## src/rtl/irq_src_pkg.sv

```systemverilog
// Package: source count, code and mask widths, and the map from sources to mask bits.
// Assumes source index 0 has the highest priority.
package irq_src_pkg;
    localparam int NUM_SRC = 5;
    localparam int CODE_W  = 4;
    localparam int MASK_W  = 4;
    // Sources that the mask can disable (index 2: high side, 3: LIN, 4: over-voltage).
    localparam logic [NUM_SRC-1:0] MASKABLE = 5'b11100;
    // Mask bit position for each source. The entry is unused for sources that cannot be masked.
    localparam int MASK_POS [NUM_SRC] = '{0, 0, 3, 1, 0};

    // Derive the enable for each source from the mask register.
    function automatic logic [NUM_SRC-1:0] group_enables(input logic [MASK_W-1:0] m);
        logic [NUM_SRC-1:0] en;
        for (int i = 0; i < NUM_SRC; i++) begin
            en[i] = MASKABLE[i] ? m[MASK_POS[i]] : 1'b1;
        end
        return en;
    endfunction
endpackage

```

## src/rtl/irq_flag_bank.sv

```systemverilog
// Sticky flag for each source. In the same cycle, set wins over clear, so an
// event that arrives with its acknowledge is kept.
module irq_flag_bank #(
    parameter int N = 5
) (
    input  logic         clk,
    input  logic         rst_n,
    input  logic [N-1:0] set_i,
    input  logic [N-1:0] clr_i,
    output logic [N-1:0] flags_o
);
    for (genvar g = 0; g < N; g++) begin : g_flag
        // Hold one source flag: set on an event, clear on its acknowledge.
        always_ff @(posedge clk) begin
            if (!rst_n)          flags_o[g] <= 1'b0;
            else if (set_i[g])   flags_o[g] <= 1'b1;
            else if (clr_i[g])   flags_o[g] <= 1'b0;
        end
    end
endmodule

```

## src/rtl/irq_prio_enc.sv

```systemverilog
// Fixed-priority encoder. It selects the lowest-index pending flag, gives it as a
// one-hot vector and as the code index+1. The code is 0 when no flag is set.
module irq_prio_enc #(
    parameter int N      = 5,
    parameter int CODE_W = 4
) (
    input  logic [N-1:0]      flags_i,
    output logic [N-1:0]      sel_o,
    output logic [CODE_W-1:0] code_o
);
    // Scan from the lowest priority upward so that the lowest index set wins.
    always_comb begin
        sel_o  = '0;
        code_o = '0;
        for (int i = N - 1; i >= 0; i--) begin
            if (flags_i[i]) begin
                sel_o    = '0;
                sel_o[i] = 1'b1;
                code_o   = CODE_W'(i + 1);
            end
        end
    end
endmodule

```

## src/rtl/irq_gap_timer.sv

```systemverilog
// Release timer. A start loads GAP_CYC, and active_o stays high until the count
// reaches zero. Only a new start reloads the count.
module irq_gap_timer #(
    parameter int GAP_CYC = 1000
) (
    input  logic clk,
    input  logic rst_n,
    input  logic start_i,
    output logic active_o
);
    localparam int CNT_W = $clog2(GAP_CYC + 1);
    logic [CNT_W-1:0] cnt_q;

    // Load on start, otherwise count down to zero.
    always_ff @(posedge clk) begin
        if (!rst_n)             cnt_q <= '0;
        else if (start_i)       cnt_q <= CNT_W'(GAP_CYC);
        else if (cnt_q != '0)   cnt_q <= cnt_q - 1'b1;
    end

    assign active_o = (cnt_q != '0);
endmodule

```

## src/rtl/irq_src_ctrl.sv

```systemverilog
// Top level: masked, multiplexed interrupt source controller.
// It assumes single-cycle strobes from a register access front end. If both
// strobes are high in one cycle, the read takes effect and the mask is also written.
module irq_src_ctrl
    import irq_src_pkg::*;
#(
    parameter int GAP_CYC = 1000
) (
    input  logic               clk,
    input  logic               rst_n,
    input  logic [NUM_SRC-1:0] src_evt,
    input  logic               rd_stb,
    input  logic               wr_stb,
    input  logic [MASK_W-1:0]  wr_data,
    output logic [CODE_W-1:0]  rsp_data,
    output logic               irq_n
);
    logic [MASK_W-1:0]  mask_q;
    logic [NUM_SRC-1:0] en_vec;
    logic [NUM_SRC-1:0] flags;
    logic [NUM_SRC-1:0] sel_onehot;
    logic [NUM_SRC-1:0] ack_vec;
    logic [NUM_SRC-1:0] remain;
    logic [CODE_W-1:0]  cur_code;
    logic               gap_start;
    logic               gap_active;

    // Mask register: all groups enabled after reset.
    always_ff @(posedge clk) begin
        if (!rst_n)      mask_q <= '1;
        else if (wr_stb) mask_q <= wr_data;
    end

    assign en_vec = group_enables(mask_q);

    irq_flag_bank #(.N(NUM_SRC)) i_flags (
        .clk     (clk),
        .rst_n   (rst_n),
        .set_i   (src_evt),
        .clr_i   (ack_vec),
        .flags_o (flags)
    );

    irq_prio_enc #(.N(NUM_SRC), .CODE_W(CODE_W)) i_enc (
        .flags_i (flags),
        .sel_o   (sel_onehot),
        .code_o  (cur_code)
    );

    // A read acknowledges exactly the source that it reports.
    assign ack_vec   = rd_stb ? sel_onehot : '0;
    assign remain    = ((flags & ~ack_vec) | src_evt) & en_vec;
    assign gap_start = rd_stb && (|sel_onehot) && (|remain);

    irq_gap_timer #(.GAP_CYC(GAP_CYC)) i_gap (
        .clk      (clk),
        .rst_n    (rst_n),
        .start_i  (gap_start),
        .active_o (gap_active)
    );

    // Response word: the code captured on either strobe.
    always_ff @(posedge clk) begin
        if (!rst_n)                rsp_data <= '0;
        else if (rd_stb || wr_stb) rsp_data <= cur_code;
    end

    assign irq_n = !((|(flags & en_vec)) && !gap_active);
endmodule


```

## config.mk

```make
export PLATFORM = sky130hd
export DESIGN_NAME = irq_src_ctrl
export DESIGN_NICKNAME = d
export VERILOG_FILES = /design/src/rtl/irq_src_pkg.sv /design/src/rtl/irq_flag_bank.sv /design/src/rtl/irq_prio_enc.sv /design/src/rtl/irq_gap_timer.sv /design/src/rtl/irq_src_ctrl.sv
export SDC_FILE = /design/constraint.sdc
export NUM_CORES = 1
export LEC_CHECK = 0
export BUFFER_PORTS_ARGS = -buffer_cell sky130_fd_sc_hd__buf_2
export CAP_MARGIN = 5
export CORE_MARGIN = 3
export CORE_UTILIZATION = 50
export CTS_CLUSTER_SIZE = 10
export DETAILED_ROUTE_END_ITERATION = 7
export PLACE_DENSITY = 0.73
export SYNTH_ARGS = -nofsm -noshare
export SYNTH_HDL_FRONTEND = slang
export SYNTH_HIERARCHICAL = 1
export SYNTH_SLANG_ARGS = --single-unit
```

## constraint.sdc

```tcl
create_clock -name clk -period 3.9 [get_ports clk]
set_input_delay 0.39 -clock clk [delete_from_list [all_inputs] [get_ports clk]]
set_output_delay 0.39 -clock clk [all_outputs]
set_load 0.005 [all_outputs]
```

### Word level (Yosys, flattened, before mapping)

Index checks and enable logic that the tools add are counted.
Widths: inputs -> output; s select.

| storage, ports and cells | value |
|---|---|
| register bits | 23 |
| input port bits | 13 |

| cells by class | value |
|---|---|
| reductions and logical operators | 17 |
| add/sub/neg operators | 1 |
| multiplexer cells | 23 |
| bitwise gates (word level) | 6 |

Operator list:

| cell | number |
|---|---|
| $mux 5 | 6 |
| $mux 10 | 2 |
| $and 5x5->5 | 3 |
| $mux 3 | 5 |
| $reduce_or 5->1 | 3 |
| $reduce_bool 2->1 | 6 |
| $mux 1 | 10 |
| $reduce_bool 10->1 | 1 |
| $sub 10x1->10 const B | 1 |
| $not 5->5 | 1 |
| $or 5x5->5 | 1 |
| $logic_and 1x1->1 | 3 |
| $logic_not 1->1 | 2 |
| $reduce_or 2->1 | 1 |
| $logic_or 1x1->1 | 1 |
| $not 1->1 | 1 |

### Depth between registers and ports, before layout

Gate-level depths: netlist of the first run.

| logic depth | value |
|---|---|
| depth after elaboration | 13 |
| mapped depth | 8 |
| gate-level depth less buffers | 8 |

### Hierarchy

Netlist of the first run, hierarchy kept.

By module, submodules not included:

| module | cells an instance | area each (um^2) | instances |
|---|---|---|---|
| irq_gap_timer | 64 | 544.3 | 1 |
| irq_src_ctrl | 51 | 394.1 | 1 |
| irq_flag_bank | 15 | 206.4 | 1 |
| irq_prio_enc | 14 | 85.1 | 1 |

### Worst setup path after synthesis of the first run

No wires, ideal clock.

| path | value |
|---|---|
| path kind | reg2reg |
| start point | register i_flags.flags_o[0] |
| end point | register i_gap.cnt_q[7] |
| stages on the path, launching flop included | 9 |
| arrival | 1.884 ns |
| slack | 1.883 ns |
| path buffers | 0 |
| cells stage by stage | dfxtp_1 nor3_2 and2_1 or4_1 o21ai_1 a31oi_1 or2_2 a41oi_1 a311oi_1 |

| between the ends | value |
|---|---|
| word-level cells in the longest chain between the ends | 9 |
| elaborated cells on any way between the ends | 12 |
| classes of those cells | mux: 3; bitwise: 4; reduce/logical: 5 |

RTL lines:

| what | RTL line | RTL |
|---|---|---|
| start: declaration | irq_flag_bank.sv:10 | `output logic [N-1:0] flags_o` |
| start signal: indexed assignment | irq_flag_bank.sv:15 | `if (!rst_n) flags_o[g] <= 1'b0;` |
| start signal: indexed assignment | irq_flag_bank.sv:16 | `else if (set_i[g]) flags_o[g] <= 1'b1;` |
| start signal: indexed assignment | irq_flag_bank.sv:17 | `else if (clr_i[g]) flags_o[g] <= 1'b0;` |
| $mux 5 * | irq_prio_enc.sv:16 | `if (flags_i[i]) begin` |
| net sel_onehot[3] | irq_src_ctrl.sv:21 | `logic [NUM_SRC-1:0] sel_onehot;` |
| $mux 5 | irq_src_ctrl.sv:51 | `assign ack_vec = rd_stb ? sel_onehot : '0;` |
| $not 5->5 | irq_src_ctrl.sv:52 | `assign remain = ((flags & ~ack_vec) \| src_evt) & en_vec;` |
| $and 5x5->5 | irq_src_ctrl.sv:52 |  |
| $or 5x5->5 | irq_src_ctrl.sv:52 |  |
| $and 5x5->5 | irq_src_ctrl.sv:52 |  |
| $reduce_or 5->1 | irq_src_ctrl.sv:53 | `assign gap_start = rd_stb && (\|sel_onehot) && (\|remain);` |
| $logic_and 1x1->1 * | irq_src_ctrl.sv:53 |  |
| net gap_start | irq_src_ctrl.sv:25 | `logic gap_start;` |
| $mux 10 or $reduce_bool 2->1 (tied branches) | n/a |  |
| end signal: assignment | irq_gap_timer.sv:17 | `else if (start_i) cnt_q <= CNT_W'(GAP_CYC);` |
| end signal: assignment | irq_gap_timer.sv:18 | `else if (cnt_q != '0) cnt_q <= cnt_q - 1'b1;` |
| end: declaration | irq_gap_timer.sv:12 | `logic [CNT_W-1:0] cnt_q;` |

Mark *: on every way through the listed nets, which the timed path passes. The rest lies on a longest branch.
A chain may end at the register's enable or synchronous reset.

### Worst setup path in the final report of the first run

| path | value |
|---|---|
| start point | register i_gap.cnt_q[0] |
| end point | output port irq_n |

| between the ends | value |
|---|---|
| word-level cells in the longest chain between the ends | 4 |

RTL lines:

| what | RTL line | RTL |
|---|---|---|
| $reduce_bool 10->1 | irq_gap_timer.sv:21 | `assign active_o = (cnt_q != '0);` |
| net gap_active | irq_src_ctrl.sv:26 | `logic gap_active;` |
| $logic_not 1->1 | irq_src_ctrl.sv:68 | `assign irq_n = !((\|(flags & en_vec)) && !gap_active);` |
| $logic_and 1x1->1 | irq_src_ctrl.sv:68 |  |
| $logic_not 1->1 | irq_src_ctrl.sv:68 |  |
| end: declaration | irq_src_ctrl.sv:16 | `output logic irq_n` |

The timed path passes the listed nets, and every way through them passes these cells.

==> impl_metrics.yaml, run 1 <==
logic_synthesis:
  synth_top_area_share_pct: 35.8
  synthesis.nets: 158
  synth_common_cells: "dfxtp_1 (22), nand2_1 (15), inv_1 (10), nor2_1 (8), o21a_1 (6)"
  synth_area_leader_cell: "dfxtp_1"
  avgSynthCellArea_um2: 8.54
  synth_top_flop_cell: "dfxtp_1"
  synthesis.area_um2: 1230
  synth_most_common_cell: "dfxtp_1"
  synthTopCellsByArea: "dfxtp_1 (36%), nor2b_4 (5.6%), nand2_1 (4.6%)"
  ys_warn_count: 6
  synth-seq-cells: 22
  async_flop_share_pct: 0
  ys_seq_area_share_pct: 35.8
  synth-edff-count: 0
  synth_cell_types: 48
  synth_cells: 144
clock_tree:
  clk_latency_ns: 0.32
  cts_tree: "built"
  post_cts_buffers: 0
  clockRootBuffer: "clkbuf_4"
  cts.sinks: 22
  clk_pin_slew_ns: 0.13
  clockBufferDepth: 2
  cts_hold_buf: 0
  cts_resized: 0
  htreeDepth: 1
  cts_buffers: 3
critical_path:
  crit_end: "irq_n"
  worstReg2RegStart: "i_flags/flags_o[0]$_SDFFE_PN0P_"
  cp-start-kind: "flip-flop"
  startpoint: "i_gap/cnt_q[0]$_SDFFE_PP0P_"
  crit_type: "reg -> out"
  critPathCaptureType: "output port"
  r2r_cells: 8
  crit_fanout: 5
  cp_data_arrival_time_ns: 2.23
  required_ns: 3.51
  r2r_end: "i_gap/cnt_q[7]$_SDFFE_PN0P_"
  r2r_slack_ns: 1.63
floorplan:
  dieArea_um2: 3090
  dieHeight_um: 55.6
  num_rows: 17
  io-pin-count: 18
  die_w_um: 55.6
  start_util_pct: 54.0
  core_area_um2: 2280
power_and_ir_drop:
  power.switching_uw: 224
  seq_power_share_pct: 44.3
  vdd_drop_max_mv: 0.294
  intPower_uw: 451
  combPwrFrac_pct: 29.4
  powerDensity_nw_per_um2: 496
  switching_share_pct: 33.2
  p_clk_share_pct: 26.3
  total_leakage_power_nw: 0.574
global_route:
  grt_usage_pct: 17.9
  gr-total-overflow: 0
  grt_antenna_before_repair: 0
  grt_max_degree: 18
  grt_pass1_wl_um: 4540
  grt_pass1_vias: 995
sta:
  fin_setup_tns_ns: 0
  rsz0062_at_grt: "no"
  worst_slew_pin_slew_ns: 0.689
  worst_slack_ns: 1.28
  final.setup_skew_ns: 0.00207
  setup_viol: 0
  drv_slew: 0
  hold_slack_ns: 0.283
  final-hold-violation-count: 0
  period_share_pct: 67.1
  min_period_ns: 2.62
  worst_slew_margin_rel_pct: 53.4
  max_freq_mhz: 382
routing:
  finalWirelength_um: 2600
  viasPerCell: 5.92
  vias: 1102
  firstDrtPassIters: 4
  ant_nets: 0
  dr.first_iter.drc_count: 45
  routedWlPerCell_um: 14.0
  drc: 0
job:
  drv_cap: 0
hold_path:
  holdCritPathClass: "in -> reg"
  hold_start: "wr_data[3]"
layout:
  nNetsFinal: 173
  seqCellArea_um2: 440
  area_growth_pct: 10.7
  drive_above_1_share_pct: 20.9
  antenna_cells: 0
  multi_input_area_um2: 716
  nFillCells: 213
placement:
  routabilityCongestion: 0.916
  dp_hpwl_um: 1850
  pre_cts_ws_ns: 1.68
  numPortBuffers: 16
status:
  status: "finished, final reports clean"
kinds of logic after synthesis:
family	share of synthesized area [%]
buffers and inverters	6.00
multiplexers	2.44
flip-flops	35.8
AND/OR/NAND/NOR	29.2
adder cells (fa/ha/maj)	1.02
other	0.305
AO/OA/AOI/OAI	25.2
cell type report:
class                      instances  area share (%)
multi-input combinational        106            52.6
timing repair buffer              16            5.88
clock inverter                     1            2.21
sequential                        22            32.4
inverter                          10            2.76
clock buffer                       3            1.65
tap                               28            2.57
state kept, by name, indices dropped and copies added, names as in the netlist:
register         count
i_gap/cnt_q         10
mask_q               3
i_flags/flags_o      5
rsp_data             4
worst min path at each step:
stage / slack [ns] / cells after the start / end
detailed placement: 0.44 / 2 / rsp_data[2]$_SDFFE_PN0P_
CTS: 0.27 / 3 / mask_q[3]$_SDFFE_PN1P_
global route: 0.28 / 2 / i_flags/flags_o[2]$_SDFFE_PN0P_
global placement: 0.43 / 2 / rsp_data[3]$_SDFFE_PN0P_
finish: 0.28 / 3 / mask_q[3]$_SDFFE_PN1P_
floorplan: 0.45 / 2 / rsp_data[0]$_SDFFE_PN0P_
per-stage QoR:
step	util, %	instances	total power, mW	cell area, um2
6_report	59.8	186	0.675	1360
4_1_cts	59.8	186	0.678	1360
3_3_place_gp	57.5	182	0.488	1310
3_5_place_dp	57.5	182	0.497	1310
2_1_floorplan	-	144	0.452	1230
5_1_grt	59.8	186	0.722	1360
cells in the final DEF, fill, tap and decap left out, types with 2 or more instances in the layout:
cell type  count
a21boi_1       4
a21oi_1        3
a31oi_1        5
a41oi_1        2
and2_1         4
buf_2         16
clkbuf_4       3
dfxtp_1       22
inv_1         10
mux2i_1        3
nand2_1       15
nand2b_1       2
nor2_1         8
nor2b_4        5
nor3_1         4
nor4_1         5
nor4b_1        2
o21a_1         6
o21ai_0        3
o21ai_1        5
o31ai_1        3
or2_2          2
or4_1          2
critical path, cell delays in order (launching register included):
cell	delay, ns
dfxtp_1	0.37
inv_1	0.09
ha_1	0.26
nor4b_1	0.60
nand3_1	0.23
a31o_1	0.24
buf_2	0.12
metal layers:
layer / track usage (%) / share of wire, % / wire length [um]
met4: 7.99 / 1.8 / 48
met3: 3.02 / 6.2 / 161
met2: 25.3 / 44 / 1140
met1: 26.4 / 48 / 1250
met5: 0 / 0 / 0
power groups by stage:
stage | registers (mW) | clock network [mW] | logic, mW
3_5_place_dp | 0.302 | 0 | 0.195
6_report | 0.299 | 0.178 | 0.198
4_1_cts | 0.298 | 0.185 | 0.196
3_3_place_gp | 0.300 | 0 | 0.188
5_1_grt | 0.309 | 0.193 | 0.220
2_1_floorplan | 0.293 | 0 | 0.159
Power figures use the tool's default switching activity.
==> run 2, diff against run 1 <==
--- a/config.mk
+++ b/config.mk
@@ -11,7 +11,7 @@
 export CORE_UTILIZATION = 50
 export CTS_CLUSTER_SIZE = 10
 export DETAILED_ROUTE_END_ITERATION = 7
-export PLACE_DENSITY = 0.73
+export PLACE_DENSITY = 0.76
 export SYNTH_ARGS = -nofsm -noshare
 export SYNTH_HDL_FRONTEND = slang
 export SYNTH_HIERARCHICAL = 1
==> constraint.sdc (replaced) <==
create_clock -name clk -period 2.1 [get_ports clk]
set_input_delay 0.21 -clock clk [delete_from_list [all_inputs] [get_ports clk]]
set_output_delay 0.21 -clock clk [all_outputs]
set_load 0.005 [all_outputs]
==> run 2 against run 1 <==
Effect of this change:
- critical path type is now reg -> reg
- clock-buffer cell count stayed put
- sequential power is 86% higher
- final cell count is 3.8% higher
- critical endpoint is now i_gap/cnt_q[7]$_SDFFE_PN0P_
- worst hold slack worse by 0.16 ns
==> impl_metrics.yaml, run 2 (same netlist as run 1, synthesis figures left out) <==
routing:
  viasPerCell: 5.82
  finalWirelength_um: 2570
  dr.first_iter.drc_count: 36
  routedWlPerCell_um: 13.3
  drc: 0
  ant_nets: 0
  vias: 1124
  firstDrtPassIters: 4
sta:
  rsz0062_at_grt: "yes"
  min_period_ns: 2.00
  period_share_pct: 95.1
  final.setup_skew_ns: 0.00544
  setup_viol: 0
  final-hold-violation-count: 0
  max_freq_mhz: 501
  drv_slew: 0
  hold_slack_ns: 0.119
placement:
  numPortBuffers: 16
  placed_area_um2: 1370
  dp_hpwl_um: 2000
  routabilityCongestion: 0.922
power_and_ir_drop:
  total_leakage_power_nw: 0.605
  seq_power_share_pct: 48.0
  powerDensity_nw_per_um2: 820
  switching_share_pct: 35.3
  combPwrFrac_pct: 35.7
  vdd_drop_max_mv: 0.495
  power.switching_uw: 409
  intPower_uw: 750
  p_clk_share_pct: 16.3
critical_path:
  r2r_slack_ns: 0.10
  critPathCaptureType: "flip-flop"
  crit_family: "simple AND/OR/NAND/NOR gates"
  crit_type: "reg -> reg"
  cp_data_arrival_time_ns: 2.18
  crit_fanout: 6
  required_ns: 2.29
  cp.buffers_inverters: 0
  max_stage_delay_ns: 0.36
  cp-start-kind: "flip-flop"
  crit_chain: "nand2b_1, nor4_2, nand2_1, a222oi_1, a31oi_1, or2_2, a41oi_1, a311oi_1"
  critical_path.slowest_cell: "dfxtp_1"
clock_tree:
  cts_tree: "built"
  cts.sinks: 22
  htreeDepth: 1
  post_cts_buffers: 0
  cts_resized: 1
  clockBufferDepth: 2
  cts_hold_buf: 0
  clk_pin_slew_ns: 0.12
  clockRootBuffer: "clkbuf_4"
  cts_buffers: 3
  clk_latency_ns: 0.30
layout:
  final_common_cell: "dfxtp_1"
  reg.largest.list: "i_gap/cnt_q x10, i_flags/flags_o x5, rsp_data x4"
  largest_reg_flops: 10
  area_growth_pct: 15.0
  regMostFlops: "i_gap/cnt_q"
  stdcell_area_um2: 1410
  antenna_cells: 0
  nNetsFinal: 181
  final_cell_mix: "dfxtp_1 (20), buf_2 (16), nand2_1 (15), inv_1 (10)"
  drive_above_1_share_pct: 27.3
global_route:
  grt_max_degree: 18
  gr-total-overflow: 0
  grt_pass1_vias: 1009
  grt_antenna_before_repair: 0
  grt_usage_pct: 17.4
  grt_pass1_wl_um: 4490
floorplan:
  dieArea_um2: 3090
  num_rows: 17
  die_w_um: 55.6
  dieHeight_um: 55.6
  io-pin-count: 18
  core_area_um2: 2280
  start_util_pct: 54.0
hold_path:
  holdCritPathClass: "in -> reg"
job:
  drv_cap: 0
status:
  status: "finished, final reports clean"
## run 2: layout make-up
class                      count  area, um2
clock buffer                   3       22.5
fill                         204        862
inverter                      10       37.5
multi-input combinational    106        731
sequential                    22        448
tap                           28       35.0
timing repair buffer          24        140
## run 2: power groups by stage
stage | clock, mW | combinational, mW | sequential, mW
3_5_place_dp | 0 | 0.408 | 0.562
2_1_floorplan | 0 | 0.295 | 0.544
3_3_place_gp | 0 | 0.396 | 0.555
4_1_cts | 0.199 | 0.409 | 0.552
6_report | 0.188 | 0.414 | 0.557
5_1_grt | 0.209 | 0.464 | 0.567
## run 2: path summary, 6_finish.rpt
kind	from	end	cells past startpoint
max reg2reg	i_flags/flags_o[3]$_SDFFE_PN0P_	i_gap/cnt_q[7]$_SDFFE_PN0P_	8
max	i_flags/flags_o[3]$_SDFFE_PN0P_	i_gap/cnt_q[7]$_SDFFE_PN0P_	8
min	wr_data[1]	mask_q[1]$_SDFFE_PN1P_	3
min reg2reg	rsp_data[0]$_SDFFE_PN0P_	rsp_data[0]$_SDFFE_PN0P_	2
## run 2: stage by stage
stage / setup TNS (ns) / cells / setup slack, ns / total power, mW / utilization [%]
CTS: 0 / 193 / 0.0227 / 1.16 / 61.2
floorplan: 0 / 144 / 0.0834 / 0.840 / -
finish: 0 / 193 / 0.104 / 1.16 / 62.1
global route: -0.0293 / 193 / -0.0293 / 1.24 / 62.1
global placement: 0 / 190 / 0.0707 / 0.951 / 60.1
detailed placement: 0 / 190 / 0.00598 / 0.970 / 60.1
## run 2: metal layers
| metal | routed length [um] | track usage [%] | up-vias |
|---|---|---|---|
| met4 | 25 | 5.90 | 0 |
| met5 | 0 | 0 | - |
| met1 | 1120 | 20.2 | 522 |
| met3 | 107 | 2.55 | 4 |
| li1 | - | - | 570 |
| met2 | 1320 | 32.1 | 28 |
## run 2: worst register-to-register path: cells and delay by family (launching register included)
kind / cells / cell delay, ns
flip-flops: 1 / 0.36
AND/OR/NAND/NOR: 4 / 0.83
AO/OA/AOI/OAI: 4 / 0.70
